$ cat config.mk
export PLATFORM = sky130hd
export DESIGN_NAME = rotator8
export DESIGN_NICKNAME = d
export VERILOG_FILES = /design/src/rtl/rot_pkg.sv /design/src/rtl/rot_slice.sv /design/src/rtl/rot_bank.sv /design/src/rtl/rot_bus.sv /design/src/rtl/rotator8.sv
export SDC_FILE = /design/constraint.sdc
export NUM_CORES = 1
export LEC_CHECK = 0
export BUFFER_PORTS_ARGS = -buffer_cell sky130_fd_sc_hd__buf_2
export CORE_AREA = 2 2 39 41
export DETAILED_ROUTE_END_ITERATION = 10
export DIE_AREA = 0 0 41 43
export GPL_ROUTABILITY_DRIVEN = 1
export MAX_ROUTING_LAYER = met4
export PLACE_DENSITY = 0.64
export SETUP_SLACK_MARGIN = 0.4
export SYNTH_ARGS = -nofsm -noshare
export SYNTH_HDL_FRONTEND = slang
export SYNTH_HIERARCHICAL = 1
export SYNTH_SLANG_ARGS = --single-unit
export TNS_END_PERCENT = 50
$ cat constraint.sdc
create_clock -name vclk -period 1.8
set_input_delay 0.09 -clock vclk [all_inputs]
set_output_delay 0.09 -clock vclk [all_outputs]
set_load 0.01 [all_outputs]
$ cat src/rtl/rot_pkg.sv
package rot_pkg;
  localparam int unsigned DEF_WORD_W  = 8;
  localparam int unsigned DEF_SLICE_W = 4;

  // position on a ring of the given width
  function automatic int unsigned ring_idx(input int pos, input int width);
    return int'(unsigned'((pos % width + width) % width));
  endfunction
endpackage

$ cat src/rtl/rot_slice.sv
module rot_slice #(
  parameter int unsigned SLICE_W = 4,
  localparam int unsigned LO_W   = $clog2(SLICE_W),
  localparam int unsigned EXT_W  = 2 * SLICE_W - 1
) (
  input  logic [SLICE_W-1:0] data_i,
  input  logic [SLICE_W-2:0] link_i,  // [SLICE_W-2] is the bit just below data_i[0]
  input  logic [LO_W-1:0]    sel_i,
  input  logic               oe_i,
  output logic [SLICE_W-1:0] dat_o,
  output logic               drv_o
);
  logic [EXT_W-1:0]   ext;
  logic [SLICE_W-1:0] shf;

  assign ext = {data_i, link_i};

  for (genvar k = 0; k < SLICE_W; k++) begin : g_bit
    always_comb begin
      shf[k] = 1'b0;
      for (int s = 0; s < SLICE_W; s++) begin
        if (sel_i == LO_W'(s)) shf[k] = ext[k + SLICE_W - 1 - s];
      end
    end
  end

  // bus model: disabled slice contributes zeros
  assign dat_o = shf & {SLICE_W{oe_i}};
  assign drv_o = oe_i;
endmodule

$ cat src/rtl/rot_bank.sv
module rot_bank
  import rot_pkg::*;
#(
  parameter int unsigned WORD_W  = 8,
  parameter int unsigned SLICE_W = 4,
  parameter int unsigned PRE     = 0,
  localparam int unsigned LO_W   = $clog2(SLICE_W),
  localparam int unsigned NUM_SL = WORD_W / SLICE_W
) (
  input  logic [WORD_W-1:0] word_i,
  input  logic [LO_W-1:0]   sel_i,
  input  logic              en_i,
  output logic [WORD_W-1:0] bank_o,
  output logic              drv_o
);
  logic [WORD_W-1:0] pre;
  logic [NUM_SL-1:0] sl_drv;

  // fixed pre-turn by PRE places
  for (genvar i = 0; i < WORD_W; i++) begin : g_pre
    assign pre[ring_idx(i + PRE, WORD_W)] = word_i[i];
  end

  for (genvar j = 0; j < NUM_SL; j++) begin : g_sl
    logic [SLICE_W-2:0] link;
    for (genvar m = 0; m < SLICE_W - 1; m++) begin : g_lnk
      assign link[m] = pre[ring_idx(j * SLICE_W + m - (SLICE_W - 1), WORD_W)];
    end
    rot_slice #(.SLICE_W(SLICE_W)) u_sl (
      .data_i (pre[j*SLICE_W +: SLICE_W]),
      .link_i (link),
      .sel_i  (sel_i),
      .oe_i   (en_i),
      .dat_o  (bank_o[j*SLICE_W +: SLICE_W]),
      .drv_o  (sl_drv[j])
    );
  end

  assign drv_o = |sl_drv;
endmodule

$ cat src/rtl/rot_bus.sv
module rot_bus #(
  parameter int unsigned WORD_W = 8,
  parameter int unsigned NUM_SRC = 2
) (
  input  logic [NUM_SRC-1:0][WORD_W-1:0] src_i,
  output logic [WORD_W-1:0]              bus_o
);
  always_comb begin
    bus_o = '0;
    for (int b = 0; b < NUM_SRC; b++) bus_o = bus_o | src_i[b];
  end
endmodule

$ cat src/rtl/rotator8.sv
module rotator8
  import rot_pkg::*;
#(
  parameter int unsigned WORD_W  = DEF_WORD_W,
  parameter int unsigned SLICE_W = DEF_SLICE_W,
  localparam int unsigned SEL_W     = $clog2(WORD_W),
  localparam int unsigned LO_W      = $clog2(SLICE_W),
  localparam int unsigned HI_W      = SEL_W - LO_W,
  localparam int unsigned NUM_BANKS = WORD_W / SLICE_W
) (
  input  logic [WORD_W-1:0] data_i,
  input  logic [SEL_W-1:0]  shamt_i,
  output logic [WORD_W-1:0] data_o
);
  logic [HI_W-1:0]                     bank_code;
  logic [LO_W-1:0]                     lo_sel;
  logic [NUM_BANKS-1:0]                bank_en;
  logic [NUM_BANKS-1:0]                bank_drv;
  logic [NUM_BANKS-1:0][WORD_W-1:0]    bank_out;

  assign bank_code = shamt_i[SEL_W-1:LO_W];
  assign lo_sel    = shamt_i[LO_W-1:0];

  for (genvar b = 0; b < NUM_BANKS; b++) begin : g_bank
    assign bank_en[b] = (bank_code == HI_W'(b));
    rot_bank #(
      .WORD_W  (WORD_W),
      .SLICE_W (SLICE_W),
      .PRE     (b * SLICE_W)
    ) u_bank (
      .word_i (data_i),
      .sel_i  (lo_sel),
      .en_i   (bank_en[b]),
      .bank_o (bank_out[b]),
      .drv_o  (bank_drv[b])
    );
  end

  rot_bus #(.WORD_W(WORD_W), .NUM_SRC(NUM_BANKS)) u_bus (
    .src_i (bank_out),
    .bus_o (data_o)
  );
endmodule

==> summary.md <==
| Metric | Value |
|---|---|
| Placed Cells | `93` |
| Max_cap viols | `0` |
| Gate power share | `100.0%` |
| Final period util | `67.3%` |
| Final core occ | `41.5%` |
| Cell area after layout | `574 µm²` |
| Min Hold Slack | `0.714 ns` |
| Top sig layer | `met4` |
| Largest fanout on the critical path | `24` |
| IO buf count | `19` |
| Global router's overall resource usage | `12.9%` |
| DR pass1 iterations | `4` |
| Layout Nets | `90` |
| Row Count | `14` |
| P&R area growth vs syn | `18.6%` |
| Drt drc | `0` |
| Clock power share | `0%` |
| Largest net degree at the start of global routing | `25` |
| Switching pwr | `85.5 µW` |
| Post-Syn Nets | `72` |
| Clock period minus worst slack | `1.21 ns` |
| Worst IR Drop VDD | `74.2 µV` |
| Status | `completed` |
| Full die area | `0.00176 mm²` |
| # clk buffers | `0` |
| Max-slew headroom | `84.9%` |
| Worst slew pin tran | `0.220 ns` |
| Initial DRC Count | `4` |
| Total chip power | `164 µW` |
| Non-Filler Instances | `93` |
| RSZ-0062 raised after global routing | `false` |
| WL met2 | `608 µm` |
| Synthesized instance count | `61` |
| Hold-fix buffers at CTS | `0` |
| Grt total ovfl | `0` |
| Crit path kind | `in -> out` |
| Post-CTS setup buffers | `0` |
| Global-route wire length before repair | `1.66 mm` |
| Min-Delay Path Class | `in -> out` |
| Final hold vios | `0` |
| Io pins | `19` |
| Ys Warns | `6` |
| Placer Congestion | `0.759` |
| Vias in the first global route | `437` |
| Commonest non-fill, non-tap cell in the layout | `mux2i_1` |
| Power Density | `286 mW/mm²` |
| Routed vias/inst | `5.68` |
| CP arrival | `1.12 ns` |
| F_max | `826 MHz` |
| Routed vias | `528` |
| Crit end category | `output port` |
| Routed met3 length | `35 µm` |
| # resized after CTS | `0` |
| Worst Setup Start Kind | `input pin` |
| Mapped Area | `484 µm²` |
| Final ANT Viol Nets | `0` |
| Chip height | `43 µm` |
| Placed instance area | `574 µm²` |
| Final setup margin | `0.589 ns` |
| Most frequent cells in the layout | `mux2i_1, buf_2, o22ai_1, or2_1` |
| Avg WL per Cell | `12.6 µm` |
| TNS Setup | `0 ns` |
| Wl on met1 | `520 µm` |
| Seq Cell Count | `0` |
| Die X | `41 µm` |
| Core area | `0.00138 mm²` |
| FF/Latch Area | `0 µm²` |
| Share of cells above drive strength 1 | `26.0%` |
| Initial Utilization | `35.0%` |
| Setup slack at placement | `0.586 ns` |
| Sw Ratio | `52.1%` |
| Inserted Diodes | `0` |
| Initial antenna violation count | `0` |
| Cell Int Power | `78.8 µW` |
| Lkg Pwr | `0.306 nW` |
| Total wire length | `1.17 mm` |
| Avg Inst Size Synth | `7.94 µm²` |
| Final setup fails | `0` |
| Final slew viol count | `0` |
| Crit path required time | `1.71 ns` |
| Seq pwr share | `0%` |
==> path summary, 6_finish.rpt <==
check	startpoint	to	slack, ns	depth (start not counted)
max	shamt_i[0]	data_o[0]	0.59	6
min	data_i[3]	data_o[7]	0.71	5
==> cell type report <==
class	instances	area, µm²
inverters	1	3.75
fillers	155	810
repair buffers	20	115
multi-input cells	56	435
well taps	16	20.0
==> power by group through the flow <==
| stage | clock network [mW] | registers (mW) | logic (mW) |
|---|---|---|---|
| 6_report | 0 | 0 | 0.164 |
| 5_1_grt | 0 | 0 | 0.178 |
| 4_1_cts | 0 | 0 | 0.164 |
| 3_5_place_dp | 0 | 0 | 0.164 |
| 3_3_place_gp | 0 | 0 | 0.163 |
| 2_1_floorplan | 0 | 0 | 0.111 |
==> worst max-delay path: stages <==
cell	delay (ns)
buf_2	0.10
buf_12	0.19
mux2i_1	0.28
o22ai_1	0.10
or2_1	0.22
buf_2	0.14
==> routing by layer <==
layer  GRT usage (%)  vias up
met5               -        -
met4            2.00        0
met3               0        2
met2            22.8       11
met1            15.8      248
li1                -      267
No activity file was read; power rests on OpenSTA's default activity.
